### config.mk
export PLATFORM = sky130hd
export DESIGN_NAME = fault_glitch_filter
export DESIGN_NICKNAME = d
export VERILOG_FILES = /design/src/rtl/ffilt_pkg.sv /design/src/rtl/ffilt_sync.sv /design/src/rtl/ffilt_sampler.sv /design/src/rtl/ffilt_flag.sv /design/src/rtl/fault_glitch_filter.sv
export SDC_FILE = /design/constraint.sdc
export NUM_CORES = 1
export LEC_CHECK = 0
export BUFFER_PORTS_ARGS = -buffer_cell sky130_fd_sc_hd__buf_2
export CAP_MARGIN = 0
export CORE_ASPECT_RATIO = 1.2
export CORE_MARGIN = 3
export CORE_UTILIZATION = 50
export CTS_BUF_LIST = sky130_fd_sc_hd__clkbuf_16
export CTS_CLUSTER_DIAMETER = 120
export DETAILED_ROUTE_END_ITERATION = 8
export PLACE_DENSITY_LB_ADDON = 0.25
export SYNTH_ARGS = -nofsm -noshare
export SYNTH_HDL_FRONTEND = slang
export SYNTH_HIERARCHICAL = 1
export SYNTH_SLANG_ARGS = --single-unit
### constraint.sdc
create_clock -name clk -period 2.33 [get_ports clk]
set_clock_uncertainty 0.15 [all_clocks]
set_input_delay 0.3495 -clock clk [delete_from_list [all_inputs] [get_ports clk]]
set_output_delay 0.3495 -clock clk [all_outputs]
set_load 0.005 [all_outputs]
### src/rtl/ffilt_pkg.sv
package ffilt_pkg;
  typedef enum logic [0:0] {
    REG_CFG  = 1'b0,
    REG_STAT = 1'b1
  } reg_sel_e;

  localparam int STAT_PIN_BIT  = 0;
  localparam int STAT_FLAG_BIT = 1;
endpackage

### src/rtl/ffilt_sync.sv
module ffilt_sync #(
  parameter int   STAGES  = 2,
  parameter logic RST_VAL = 1'b1
) (
  input  logic clk,
  input  logic rst_n,
  input  logic d_i,
  output logic q_o
);
  logic [STAGES-1:0] chain_q;

  always_ff @(posedge clk or negedge rst_n) begin
    if (!rst_n) chain_q <= {STAGES{RST_VAL}};
    else        chain_q <= {chain_q[STAGES-2:0], d_i};
  end

  assign q_o = chain_q[STAGES-1];
endmodule

### src/rtl/ffilt_sampler.sv
module ffilt_sampler #(
  parameter int   PER_W   = 4,
  parameter int   CNT_W   = 3,
  parameter logic RST_LVL = 1'b1
) (
  input  logic             clk,
  input  logic             rst_n,
  input  logic             restart_i,
  input  logic [PER_W-1:0] period_i,
  input  logic [CNT_W-1:0] need_i,
  input  logic             din_i,
  output logic             filt_o
);
  logic [PER_W-1:0] pcnt_q;
  logic [CNT_W-1:0] agree_q;
  logic [CNT_W:0]   need_eff;
  logic [CNT_W:0]   agree_next;
  logic             bypass;
  logic             tick;

  assign bypass     = (period_i == '0);
  assign tick       = !bypass && (pcnt_q == period_i - 1'b1);
  assign need_eff   = (need_i == '0) ? {{CNT_W{1'b0}}, 1'b1} : {1'b0, need_i};
  assign agree_next = {1'b0, agree_q} + 1'b1;

  // prescaler: one tick every period_i cycles
  always_ff @(posedge clk or negedge rst_n) begin
    if (!rst_n)                         pcnt_q <= '0;
    else if (restart_i || bypass || tick) pcnt_q <= '0;
    else                                pcnt_q <= pcnt_q + 1'b1;
  end

  // consecutive-agreement counter and filtered level
  always_ff @(posedge clk or negedge rst_n) begin
    if (!rst_n) begin
      filt_o  <= RST_LVL;
      agree_q <= '0;
    end else if (bypass) begin
      filt_o  <= din_i;
      agree_q <= '0;
    end else if (restart_i) begin
      agree_q <= '0;
    end else if (tick) begin
      if (din_i == filt_o) begin
        agree_q <= '0;
      end else if (agree_next >= need_eff) begin
        filt_o  <= din_i;
        agree_q <= '0;
      end else begin
        agree_q <= agree_next[CNT_W-1:0];
      end
    end
  end


  bypass_follow_chk: assert property (@(posedge clk) disable iff (!rst_n)
    bypass |=> (filt_o == $past(din_i)));


  hold_between_ticks_chk: assert property (@(posedge clk) disable iff (!rst_n)
    (!bypass && !tick) |=> $stable(filt_o));


  change_toward_input_chk: assert property (@(posedge clk) disable iff (!rst_n)
    !$stable(filt_o) |-> (filt_o == $past(din_i)));
endmodule

### src/rtl/ffilt_flag.sv
module ffilt_flag (
  input  logic clk,
  input  logic rst_n,
  input  logic status_i,
  input  logic clr_i,
  input  logic ie_i,
  output logic flag_o,
  output logic irq_o
);
  always_ff @(posedge clk or negedge rst_n) begin
    if (!rst_n)        flag_o <= 1'b0;
    else if (status_i) flag_o <= 1'b1;
    else if (clr_i)    flag_o <= 1'b0;
  end

  assign irq_o = flag_o && ie_i;


  set_wins_chk: assert property (@(posedge clk) disable iff (!rst_n)
    status_i |=> flag_o);


  flag_sticky_chk: assert property (@(posedge clk) disable iff (!rst_n)
    (flag_o && !clr_i) |=> flag_o);


  flag_cause_chk: assert property (@(posedge clk) disable iff (!rst_n)
    $rose(flag_o) |-> $past(status_i));


  irq_release_chk: assert property (@(posedge clk) disable iff (!rst_n)
    $fell(irq_o) |-> ($past(clr_i) || !ie_i));
endmodule

### src/rtl/fault_glitch_filter.sv
module fault_glitch_filter #(
  parameter int PER_W = 4,
  parameter int CNT_W = 3,
  localparam int PER_LSB = 0,
  localparam int CNT_LSB = PER_LSB + PER_W,
  localparam int POL_BIT = CNT_LSB + CNT_W,
  localparam int IE_BIT  = POL_BIT + 1,
  localparam int REG_W   = IE_BIT + 1
) (
  input  logic             clk,
  input  logic             rst_n,
  input  logic             fault_in,
  input  logic             reg_wr,
  input  logic             reg_addr,
  input  logic [REG_W-1:0] reg_wdata,
  output logic [REG_W-1:0] reg_rdata,
  output logic             fault_active,
  output logic             irq
);
  import ffilt_pkg::*;

  logic [PER_W-1:0] period_q;
  logic [CNT_W-1:0] need_q;
  logic             pol_q;
  logic             ie_q;
  logic             cfg_wr;
  logic             flag_clr;
  logic             sync_lvl;
  logic             filt_lvl;
  logic             flag;

  assign cfg_wr   = reg_wr && (reg_sel_e'(reg_addr) == REG_CFG);
  assign flag_clr = reg_wr && (reg_sel_e'(reg_addr) == REG_STAT)
                    && reg_wdata[STAT_FLAG_BIT];

  always_ff @(posedge clk or negedge rst_n) begin
    if (!rst_n) begin
      period_q <= '0;
      need_q   <= '0;
      pol_q    <= 1'b0;
      ie_q     <= 1'b0;
    end else if (cfg_wr) begin
      period_q <= reg_wdata[PER_LSB +: PER_W];
      need_q   <= reg_wdata[CNT_LSB +: CNT_W];
      pol_q    <= reg_wdata[POL_BIT];
      ie_q     <= reg_wdata[IE_BIT];
    end
  end

  ffilt_sync #(.STAGES(2), .RST_VAL(1'b1)) u_sync (
    .clk   (clk),
    .rst_n (rst_n),
    .d_i   (fault_in),
    .q_o   (sync_lvl)
  );

  ffilt_sampler #(.PER_W(PER_W), .CNT_W(CNT_W), .RST_LVL(1'b1)) u_sampler (
    .clk       (clk),
    .rst_n     (rst_n),
    .restart_i (cfg_wr),
    .period_i  (period_q),
    .need_i    (need_q),
    .din_i     (sync_lvl),
    .filt_o    (filt_lvl)
  );

  assign fault_active = (filt_lvl == pol_q);

  ffilt_flag u_flag (
    .clk      (clk),
    .rst_n    (rst_n),
    .status_i (fault_active),
    .clr_i    (flag_clr),
    .ie_i     (ie_q),
    .flag_o   (flag),
    .irq_o    (irq)
  );

  always_comb begin
    reg_rdata = '0;
    if (reg_sel_e'(reg_addr) == REG_CFG) begin
      reg_rdata[PER_LSB +: PER_W] = period_q;
      reg_rdata[CNT_LSB +: CNT_W] = need_q;
      reg_rdata[POL_BIT]          = pol_q;
      reg_rdata[IE_BIT]           = ie_q;
    end else begin
      reg_rdata[STAT_PIN_BIT]  = fault_active;
      reg_rdata[STAT_FLAG_BIT] = flag;
    end
  end


  irq_implies_flag_chk: assert property (@(posedge clk) disable iff (!rst_n)
    irq |-> reg_sel_e'(reg_addr) == REG_CFG || reg_rdata[STAT_FLAG_BIT]);
endmodule

==> results of run 1 <==
[flip-flops by register name (all words and copies together) (netlist names)]
name,flops
period_q,4
u_sampler/pcnt_q,4
need_q,3
u_sampler/agree_q,3
u_sync/chain_q,2
ie_q,1
pol_q,1
u_flag/flag_o,1
u_sampler/filt_o,1
[Yosys cell counts]
| cell | n |
|---|---|
| dfrtp_1 | 17 |
| mux2_4 | 10 |
| nor2b_1 | 9 |
| ha_1 | 7 |
| inv_1 | 7 |
| nor2_1 | 6 |
| xnor2_1 | 5 |
| nand2_1 | 4 |
| xor2_1 | 4 |
| dfstp_2 | 3 |
| nand3_1 | 3 |
| a21o_1 | 2 |
| a21oi_1 | 2 |
| mux2_2 | 2 |
| mux2i_1 | 2 |
| nor3_1 | 2 |
| a21boi_0 | 1 |
| and2_1 | 1 |
| and3_1 | 1 |
| buf_2 | 1 |
| buf_6 | 1 |
| nand2b_1 | 1 |
| nand3_2 | 1 |
| nor3b_1 | 1 |
| nor4_1 | 1 |
| o21ai_0 | 1 |
| o21ai_2 | 1 |
| o21bai_1 | 1 |
| o22ai_1 | 1 |
| xnor3_1 | 1 |
[cells by family (layout without fill, tap and decap cells)]
| group | after synthesis | count (layout) | synth area share |
|---|---|---|---|
| XOR/XNOR | 10 | 10 | 0.0881 |
| adder cells (fa/ha/maj) | 7 | 7 | 0.0762 |
| AO/OA/AOI/OAI | 9 | 9 | 0.0522 |
| flip-flops | 20 | 20 | 0.439 |
| AND/OR/NAND/NOR | 30 | 30 | 0.140 |
| buffers and inverters | 9 | 38 | 0.0370 |
| multiplexers | 14 | 14 | 0.168 |
[repair_timing]
action | CTS | global route
hold buffers | 1 | 0
endpoints found under the hold margin | 17 | 0
resized for setup | 0 | 3
setup endpoints to repair | 0 | 4
[metal layers]
| metal | global-route usage | share of wire | wire [µm] |
|---|---|---|---|
| met5 | 0 | 0 | 0 |
| met4 | 0.0830 | 0.019 | 42 |
| met1 | 0.191 | 0.41 | 896 |
| met2 | 0.299 | 0.52 | 1140 |
| met3 | 0.0405 | 0.054 | 118 |
[final cells by class]
cell class,count,area share
multi-input combinational,70,0.434
sequential,20,0.360
timing repair buffer,27,0.103
clock buffer,3,0.0535
tap,30,0.0268
inverter,7,0.0187
clock inverter,1,0.00268
[where the power goes]
group / internal [W] / leakage (nW) / switching [W]
sequential: 0.000428 / 0.239 / 0.0000765
clock: 0.000228 / 0.0385 / 0.000118
combinational: 0.000233 / 0.418 / 0.000197
total: 0.000889 / 0.695 / 0.000392
[per-stage QoR]
| step | util | hold slack, ps | cells |
|---|---|---|---|
| final | 0.663 | 47.6 | 158 |
| after global placement | 0.617 | 165 | 153 |
| after detailed placement | 0.617 | 164 | 153 |
| after floorplan | - | -96.1 | 99 |
| after global routing | 0.663 | 35.8 | 158 |
| after CTS | 0.659 | 44.1 | 158 |
[worst register-to-register path, cell delays in order, from the launching register on]
cell	delay [ps]
dfrtp_2	430
ha_1	240
xor2_1	170
ha_1	310
a21oi_1	140
o21ai_1	120
nand2b_1	170
a21o_1	180
mux2_4	290
[worst paths after layout]
path | startpoint | endpoint | slack (ps) | depth (start not counted)
hold / removal | fault_in | u_sync/chain_q[0]$_DFF_PN1_ | 50 | 1
setup reg to reg | u_sampler/agree_q[0]$_DFFE_PN0N_ | u_sampler/filt_o$_DFFE_PN1P_ | 60 | 8
max in group asynchronous | rst_n | u_sync/chain_q[1]$_DFF_PN1_ | 1270 | 2
min in group asynchronous | rst_n | need_q[0]$_DFFE_PN0P_ | 420 | 2
hold reg to reg | u_sync/chain_q[0]$_DFF_PN1_ | u_sync/chain_q[1]$_DFF_PN1_ | 210 | 0
setup / recovery | u_sampler/agree_q[0]$_DFFE_PN0N_ | u_sampler/filt_o$_DFFE_PN1P_ | 60 | 8
==> run summary, run 1 <==
The run finished with clean final reports. After global routing the overflow that remains totals 0. The diode insertion count for antenna repair was 0. The die height was 58.5 µm. TritonCTS built the clock tree. Setup violations remaining at the end of the flow were counted as 0. The number of max-cap violations came out at 0. Die boundary width: 49.8 µm. The run gives 0.543 as the effective utilization at floorplan. The cell type with the highest occurrence count on the critical path was ha_1. In this run, the number of DRC markers left after iteration 0 of detailed routing was 0. The logs give 0 for the number of max-slew violations in the final report and 59.4 ps for the post-layout worst setup margin. The initial antenna violation count came out at 0. Summed over all cells, the static leakage comes to 0.695 nW. The clock edge transition at the registers on the reported setup and hold paths is 50 ps.

At the later pin of the worst-skew pair, clock insertion delay measures 250 ps. In this run, synthesis produced a sequential element count of 20. For the cell count after synthesis, the log shows 99. The worst setup path is launched from a flip-flop.

The peak ir drop on the vdd network was 0.545 mV; the post-detailed-routing wire length was 2190 µm. The number of buffer and inverter instances along the worst setup path is 0, and the accumulated negative setup slack is 0 ps. The HPWL after detailed placement came out at 1500 µm. Pin placement for this block handled 25 I/O pins. The portion of synthesized cell area occupied by the leading cell type is 0.370, and the sum of internal, switching and leakage power is 0.00128 W.

The tools report the pin count of the biggest net entering global routing as 21. Yosys attributes the largest share of cell area to dfrtp_1 37%, mux2_4 13%, ha_1 7.6%. The tools report the sequential area share after synthesis as 0.439. Depth of the CTS H-tree: 1.

After detailed routing, the number of vias per cell comes to 5.15. Summed over all instances, the cell type with the most area after synthesis is dfrtp_1. The logs give 0 for the total DRC errors in the routed layout and 3 for the total CTS buffers. The worst setup path is of the flip-flop to flip-flop kind. Grouping stages by cell kind, the critical path spends the most delay in adder cells. The tools report the summed instance area of the synthesized netlist as 1150 µm². The global-route total usage across every layer came out at 0.169. The worst-margin pin slew came out at 496 ps. The fraction of final layout cells sized beyond drive strength 1 is 0.375. The count of nets after finishing is 150. The average detailed-routed wire length per instance came out at 13.9 µm. Data on the critical path arrives at its endpoint at 2300 ps. The tree is rooted in a clkbuf_16. The run gives 1310 µm² as the total cell area at the placement stage.

Of all nets on the critical path, the largest fanout is 5. The clock drives 20 sinks. The number of global-route vias before repair was 857. In the final layout, the multi-input gates occupy 609 µm². The maximum clock rate was 440 MHz; the final weighted congestion in routability-driven placement was 0.784. The final instance area came out at 1400 µm².

The master of the slowest instance on the critical path was dfrtp_2. The region available for standard cell placement spans 2120 µm². For the number of post-CTS setup repair buffers, the log shows 0. The first global-routing pass estimated 3710 µm of wire. Leaving out fill and tap cells, the most frequent cells in the layout are 24 x buf_2, 16 x dfrtp_1, 10 x mux2_4. At the placement stage, the worst setup path has a slack of 86.0 ps. The floorplan step defined a die boundary enclosing 2910 µm².

In this design, the stage delay of the slowest critical-path cell is 430 ps. Once detail routing completed, the nets flagged for antenna violations numbered 0. For the worst setup path, the data required time is 2360 ps. The critical path goes through ha_1 > xor2_1 > ha_1 > a21oi_1 > o21ai_1 > nand2b_1 > a21o_1 > mux2_4. For the number of iterations in the first detailed-routing pass, the log shows 1. The Yosys step of the flow raised 6 warnings. Total power per unit cell area: 913 nW/µm². The total of buffers placed on input and output ports was 24. The number of nets in the synthesized netlist is 120. Summing over every cut layer, the via total after detailed routing is 813. The average cell area after synthesis came out at 11.6 µm². The library cell used most frequently in the layout, excluding fill and tap cells, is buf_2. From synthesis to final layout, the design area changed by 22.0%. In this run the worst hold path is classified as input pin to flip-flop.

The tools report the endpoint kind of the worst setup timing path as a flip-flop. The remaining max-slew budget at the tightest pin is 0.669, and the share of the clock period used by the worst path is 0.975. The count of standard-cell rows came out at 18. The register area was 505 µm²; the number of buffers on the longest clock path was 2. The worst path needs 2270 ps of the cycle, external delays included. Counting the fill cells in the layout gives 193.

Yosys mapped the design onto 30 distinct sky130hd cell types. For the number of failing hold endpoints at the final stage, the log shows 0.
No activity file was read; power rests on OpenSTA's default activity.
==> inputs of run 2 (changes only) <==
==> constraint.sdc (replaced) <==
create_clock -name clk -period 2.7 [get_ports clk]
set_clock_uncertainty 0.15 [all_clocks]
set_input_delay 0.405 -clock clk [delete_from_list [all_inputs] [get_ports clk]]
set_output_delay 0.405 -clock clk [all_outputs]
set_load 0.005 [all_outputs]
==> run summary, run 2 (synthesized netlist as in run 1, its figures left out) <==
The flow ran to the end, and the final reports show no timing, DRC or antenna violations. The count of standard-cell rows was 18 (unchanged). Setup repair after global routing left no endpoint under its margin.

The arrival time reported for the critical path endpoint was 2270 ps (-30 ps); the share of the clock period used by the worst path was 0.835 (-0.140). The run gives 2910 µm² (unchanged) as the area of the die. The logs give 2060 µm (-5.9%) for the post-detailed-routing wire length and 794 (-2.3%) for the via total after detailed routing.

The global-route total usage across every layer was 0.165 (-0.00409). The tree is rooted in a clkbuf_16. The tools report the total DRC errors in the routed layout as 0 (unchanged).

The start-to-end type of the worst setup path is flip-flop to flip-flop. The total of buffers placed on input and output ports came out at 24 (unchanged). Worst-margin pin slew: 426 ps (-69.8 ps). In the final layout, the registers with the most flip-flops are period_q: 4 flops, u_sampler/pcnt_q: 4 flops. The library cell used most frequently in the layout, excluding fill and tap cells, is buf_2. Total leakage power: 0.703 nW (+1.1%). The number of failing hold endpoints at the final stage is 0 (unchanged), and the average detailed-routed wire length per instance is 13.1 µm (-5.3%). The count of nets after finishing is 149 (-0.67%). The setup violation total in the final timing report was 0 (unchanged); the post-cts hold buffer count was 1 (unchanged). The min-delay analysis places its worst path in the category input pin to flip-flop. First-pass GRT wire length: 3610 µm (-2.8%).

The tools report the number of iterations in the first detailed-routing pass as 4 (+3). The quantity of gates resized following cts is 0 (unchanged). The number of clock sinks seen by CTS is 20 (unchanged), and the clock latency of the later-clocked register in the worst-skew pair is 250 ps (about the same). The total power per unit cell area was 830 nW/µm² (-9.1%). The remaining max-slew budget at the tightest pin was 0.716 (+0.0472); the via density per instance was 5.06 (-1.7%).

The logs give 11 (+11) for the DRC marker count from the first detailed-route iteration and 0 (unchanged) for the number of post-CTS setup repair buffers. The minimum setup slack among reg-to-reg paths came out at 450 ps (+390 ps). The maximum clock rate is 444 MHz (+0.77%). The kind of start point of the critical path is a flip-flop. The tools report the sum of internal, switching and leakage power as 0.00117 W (-8.4%). The critical-path maximum fanout is 5 (unchanged). The final weighted congestion in routability-driven placement was 0.778 (-0.74%); the signed area change from the synthesized netlist to the final layout was 23.0%. The diode insertion count for antenna repair was 0 (unchanged). The logs give 1530 µm (+2.0%) for the HPWL after detailed placement and 0 ps (unchanged) for the accumulated negative setup slack. The tools report the effective utilization at floorplan as 0.543 (unchanged). The endpoint kind of the worst setup timing path was a flip-flop. The tools report the number of global-route vias before repair as 800 (-6.7%). The number of max-cap violations came out at 0 (unchanged).

For the data required time at the worst endpoint, the log shows 2720 ps (+360 ps). The initial antenna violation count is 0 (unchanged). The critical path launch point was u_sampler/agree_q[0]$_DFFE_PN0N_. The post-route minimum period is 2250 ps (-17.3 ps). The number of buffers on the longest clock path is 2 (unchanged), and the total CTS buffers is 3 (unchanged). The die boundary width works out to 49.8 µm (unchanged). The tools report the final antenna-violating net count as 0 (unchanged). The die height is 58.5 µm (unchanged).

TritonCTS built the clock tree. The tools report the source of the worst hold timing path as fault_in. The fraction of final layout cells sized beyond drive strength 1 works out to 0.362 (-0.0128). In the layout the commonest cells are 24 x buf_2, 17 x dfrtp_1, 10 x mux2_4.

The run gives 0 (unchanged) as the number of max-slew violations in the final report. The final hold slack was 99.5 ps (+51.9 ps); the peak ir drop on the vdd network was 0.558 mV (+2.5%). The clock edge transition at the registers on the reported setup and hold paths was 50 ps (about the same); the count of pins on the block boundary was 25 (unchanged). The tools report the remaining global-route overflow as 0 (unchanged).

The pin count of the biggest net entering global routing was 21 (unchanged). The depth of the CTS H-tree was 1 (unchanged). Core footprint: 2120 µm² (unchanged).

The launching point of the worst reg2reg path is u_sampler/agree_q[0]$_DFFE_PN0N_.
==> run 2: cell count changes in the layout (fill, tap and decap cells not counted) <==
| cell | before | now |
|---|---|---|
| buf_4 | 2 | 1 |
| bufinv_16 | 0 | 1 |
| clkinv_1 | 1 | 0 |
| dfrtp_1 | 16 | 17 |
| dfrtp_2 | 1 | 0 |
| nor4_1 | 0 | 1 |
| nor4_2 | 1 | 0 |
| o21ai_0 | 0 | 1 |
| o21ai_1 | 1 | 0 |
==> run 2: cell type report <==
class	instances	area, µm²
Sequential cell	20	504
Inverter	7	26.3
Clock buffer	3	75.1
Multi-Input combinational cell	70	603
Clock inverter	1	30.0
Fill cell	189	703
Timing Repair Buffer	26	138
Tap cell	30	37.5
==> run 2: final timing paths <==
kind                       cells after the start                          endpoint
max                                            8  u_sampler/agree_q[2]$_DFFE_PN0N_
min                                            1       u_sync/chain_q[0]$_DFF_PN1_
max reg2reg                                    8  u_sampler/agree_q[2]$_DFFE_PN0N_
min reg2reg                                    0       u_sync/chain_q[1]$_DFF_PN1_
max in group asynchronous                      2       u_sync/chain_q[1]$_DFF_PN1_
min in group asynchronous                      2         u_flag/flag_o$_DFFE_PN0P_
==> run 2: report_power, final <==
group	switching, W	leakage [nW]	internal [W]
clock network	0.000104	0.0511	0.000294
registers	0.0000650	0.240	0.000368
logic	0.000152	0.411	0.000191
==> run 2: metrics by stage <==
step / util / cells / setup slack [ps] / area, µm²
2_1_floorplan: - / 99 / 600 / 1150
3_3_place_gp: 0.613 / 152 / 522 / 1300
3_5_place_dp: 0.613 / 152 / 448 / 1300
4_1_cts: 0.668 / 157 / 431 / 1410
5_1_grt: 0.668 / 157 / 209 / 1410
6_report: 0.668 / 157 / 447 / 1410
==> run 2: critical path: stages (launching register included) <==
cell      delay (ps)
dfrtp_1          420
ha_1             260
xor2_1           170
ha_1             290
a21oi_1          120
o21ai_0          110
nor4_1           330
a21boi_0         150
o22ai_1          180
==> run 2: metal layers <==
| layer | track usage | vias up | wire [µm] | part of all wire |
|---|---|---|---|---|
| met5 | 0 | - | 0 | 0 |
| met4 | 0.0830 | 0 | 33 | 0.016 |
| met2 | 0.272 | 21 | 1030 | 0.50 |
| li1 | - | 388 | - | - |
| met1 | 0.203 | 381 | 891 | 0.43 |
| met3 | 0.0380 | 4 | 108 | 0.052 |
==> inputs of run 3 (changes only) <==
--- a/config.mk
+++ b/config.mk
@@ -5,6 +5,7 @@
 export SDC_FILE = /design/constraint.sdc
 export NUM_CORES = 1
 export LEC_CHECK = 0
+export ABC_AREA = 1
 export BUFFER_PORTS_ARGS = -buffer_cell sky130_fd_sc_hd__buf_2
 export CAP_MARGIN = 0
 export CORE_ASPECT_RATIO = 1.2
==> constraint.sdc (replaced) <==
create_clock -name clk -period 2.3 [get_ports clk]
set_clock_uncertainty 0.15 [all_clocks]
set_input_delay 0.345 -clock clk [delete_from_list [all_inputs] [get_ports clk]]
set_output_delay 0.345 -clock clk [all_outputs]
set_load 0.005 [all_outputs]
==> run summary, run 3 <==
STA classifies the critical path endpoint as a flip-flop. The internal power contribution came out at 0.00102 W (+19%). The most common cell in the synthesized netlist is nand2_1.

The number of max-slew violations in the final report is 0 (unchanged). Most common cell after layout, fill and taps aside: nand2_1. The summed instance area of the synthesized netlist was 1330 µm² (+16%); the worst-margin pin slew was 466 ps (+39.7 ps). The worst hold path belongs to the class input pin to flip-flop. TritonCTS built the clock tree. The total of buffers placed on input and output ports came out at 24 (unchanged). The DRC marker count from the first detailed-route iteration came out at 39 (+28).

The cell count after synthesis was 181 (+83%); the proportion of power drawn by flip-flops and latches was 0.318 (-0.051). The worst reg2reg path depth is 9 (+1), and the critical-path maximum fanout is 5 (unchanged). The switching power was 0.000582 W (+81%); the number of buffers on the longest clock path was 2 (unchanged). The commonest cells after synthesis are 58 x nand2_1, 25 x inv_1, 17 x dfrtp_1.

The number of post-CTS setup repair buffers was 0 (unchanged); the number of iterations in the first detailed-routing pass was 4 (unchanged). The die height was 62.6 µm (+6.9%). For the final weighted congestion in routability-driven placement, the log shows 0.808 (+3.9%). Fraction of final layout cells sized beyond drive strength 1: 0.288 (-0.0737). In the synthesized netlist the dominant register cell turns out to be dfrtp_1.

The post-detailed-routing wire length was 2890 µm (+40%); the via density per instance was 4.96 (-1.9%). The number of enable flip-flop cells after synthesis is 0 (unchanged). Count of warnings emitted by yosys: 6 (unchanged). The area of the die was 3330 µm² (+14%); the clock latency of the later-clocked register in the worst-skew pair was 250 ps (about the same).

The tools report the total CTS buffers as 3 (unchanged). Setup repair after global routing left no endpoint under its margin. The total power per unit cell area was 1010 nW/µm² (+21%); the count of nets after finishing was 230 (+54%). The signed area change from the synthesized netlist to the final layout was 19.1%; the count of standard-cell rows was 19 (+1). The largest registers in the layout are period_q: 4 flops, u_sampler/pcnt_q: 4 flops. Of all cell types, the one taking the most synthesized area is dfrtp_1. The HPWL after detailed placement is 2190 µm (+42%), and the final antenna-violating net count is 0 (unchanged).

For the clock network fraction of design power, the log shows 0.303 (-0.036). The count of cells along the worst hold path was 1 (unchanged); the first-pass GRT wire length was 5040 µm (+40%). The count of pins on the block boundary came out at 25 (unchanged). Combinational share of power: 0.379 (+0.087). The critical path is of the flip-flop to flip-flop type. The number of global-route vias before repair is 1229 (+54%). Accumulated negative setup slack: 0 ps (unchanged). Average cell area after synthesis: 7.37 µm² (-37%). The count of unique library cells instantiated by Yosys is 27 (-10%). Remaining max-slew budget at the tightest pin: 0.690 (-0.0265). The pin count of the biggest net entering global routing is 21 (unchanged).

The global-route total usage across every layer was 0.201 (+0.0362); the share of synthesized registers carrying an async set or reset was 1.00 (unchanged). The initial antenna violation count is 0 (unchanged). The run gives 0.653 mV (+17%) as the peak ir drop on the vdd network.

Via total after detailed routing: 1186 (+49%). Effective utilization at floorplan: 0.550 (+0.00691). The share of the clock period used by the worst path is 0.859 (+0.0245), and the average detailed-routed wire length per instance is 12.1 µm (-7.9%). Switching share of power: 0.364 (+0.0908).

Core footprint: 2420 µm² (+15%). In the layout the commonest cells are 58 x nand2_1, 25 x inv_1, 24 x buf_2. The root buffer cell chosen for the clock tree is clkbuf_16.

The logs give 1 (unchanged) for the depth of the CTS H-tree and 0 (unchanged) for the remaining global-route overflow. The total cell area at the placement stage is 1470 µm² (+13%), and the die boundary width is 53.2 µm (+6.8%). The number of clock sinks seen by CTS came out at 20 (unchanged). The number of max-cap violations was 0 (unchanged); the arrival time reported for the critical path endpoint was 2010 ps (-260 ps). In the post-synthesis netlist, the biggest area contributors are dfrtp_1 32%, nand2_1 16%, inv_1 7.0%. The number of register bits inferred by synthesis came out at 20 (unchanged). The run gives 2330 ps (-390 ps) as the data required time at the worst endpoint. The portion of synthesized cell area occupied by the leading cell type is 0.319 (-0.0510). The worst setup path is launched from a flip-flop. The sequential area share after synthesis came out at 0.378 (-0.0605). The final cell utilization of the core was 0.655 (-0.0125); the clock edge transition at the registers on the reported setup and hold paths was 60 ps (about the same). The sum of internal, switching and leakage power came out at 0.00160 W (+36%). The tools report the setup violation total in the final timing report as 0 (unchanged). For the diode insertion count for antenna repair, the log shows 0 (unchanged). The number of failing hold endpoints at the final stage was 0 (unchanged); the maximum clock rate was 506 MHz (+14%).

The number of nets in the synthesized netlist is 202 (+68%). The post-route minimum period works out to 1980 ps (-278 ps). The total leakage power is 0.902 nW (+28%). The tools report the final instance area as 1590 µm² (+12%). The flow ran to the end, and the final reports show no timing, DRC or antenna violations. The tools report the total DRC errors in the routed layout as 0 (unchanged).
==> run 3: cell count changes after synthesis, sizes merged, moves of 3 or more <==
| cell | previous run | this run |
|---|---|---|
| mux2 | 12 | 0 |
| o21ai | 2 | 5 |
| nand3 | 4 | 15 |
| nand2 | 4 | 68 |
| inv | 7 | 35 |
| nor2b | 9 | 0 |
| nor2 | 6 | 17 |
==> run 3: final timing paths <==
check / endpoint / slack [ps] / start
max in group asynchronous: u_sync/chain_q[0]$_DFF_PN1_ / 1230 / rst_n
setup / recovery: u_sampler/agree_q[1]$_DFFE_PN0N_ / 320 / u_sampler/agree_q[0]$_DFFE_PN0N_
setup reg to reg: u_sampler/agree_q[1]$_DFFE_PN0N_ / 320 / u_sampler/agree_q[0]$_DFFE_PN0N_
hold reg to reg: u_sync/chain_q[1]$_DFF_PN1_ / 210 / u_sync/chain_q[0]$_DFF_PN1_
hold / removal: u_sync/chain_q[0]$_DFF_PN1_ / 40 / fault_in
min in group asynchronous: u_sampler/pcnt_q[2]$_DFF_PN0_ / 420 / rst_n
==> run 3: final cells by class <==
class / count / area, µm²
clock buffers: 3 / 75.1
repair buffers: 25 / 130
well taps: 31 / 38.8
inverters: 35 / 136
fillers: 211 / 836
clock inverters: 1 / 30.0
multi-input cells: 124 / 674
flip-flops and latches: 20 / 504
==> run 3: power by group through the flow <==
stage               clock network, W  registers (W)  logic, W
finish                      0.000484       0.000508  0.000606
global route                0.000504       0.000517  0.000700
CTS                         0.000492       0.000508  0.000610
detailed placement                 0       0.000513  0.000599
global placement                   0       0.000509  0.000558
floorplan                          0       0.000494  0.000468
==> run 3: cell families after synthesis <==
family                   Yosys count  share of synthesized area
buffers and inverters             37                      0.116
adder cells (fa/ha/maj)            7                     0.0657
AO/OA/AOI/OAI                      8                     0.0478
flip-flops                        20                      0.378
XOR/XNOR                           5                     0.0328
AND/OR/NAND/NOR                  104                      0.359
==> run 3: metal layers <==
metal / GRT usage / share of wire / vias to the layer above
met5: 0 / 0 / -
met4: 0.0895 / 0.019 / 0
met3: 0.0334 / 0.047 / 7
met2: 0.377 / 0.54 / 38
met1: 0.205 / 0.39 / 542
li1: - / - / 599
==> run 3: critical path, stage by stage, from the launching register on <==
cell and delay [ps]:
dfrtp_1 430, ha_1 340, ha_1 320, nand2_1 80
nand2_1 50, nand3_1 100, nand3_1 120, inv_1 90
nand3_1 80, o21ai_2 140
==> run 3: repair_timing <==
| item | 4_1_cts | 5_1_grt |
|---|---|---|
| gates resized for setup | 0 | 0 |
| hold buffers | 1 | 0 |
| endpoints found under the hold margin | 17 | 0 |
==> run 3: per-stage QoR <==
stage	worst slack (ps)	hold WS (ps)	instances
final	324	35.9	239
after global routing	152	35.9	239
after CTS	354	32.8	239
after detailed placement	364	174	234
after global placement	461	169	234
after floorplan	520	-101	181
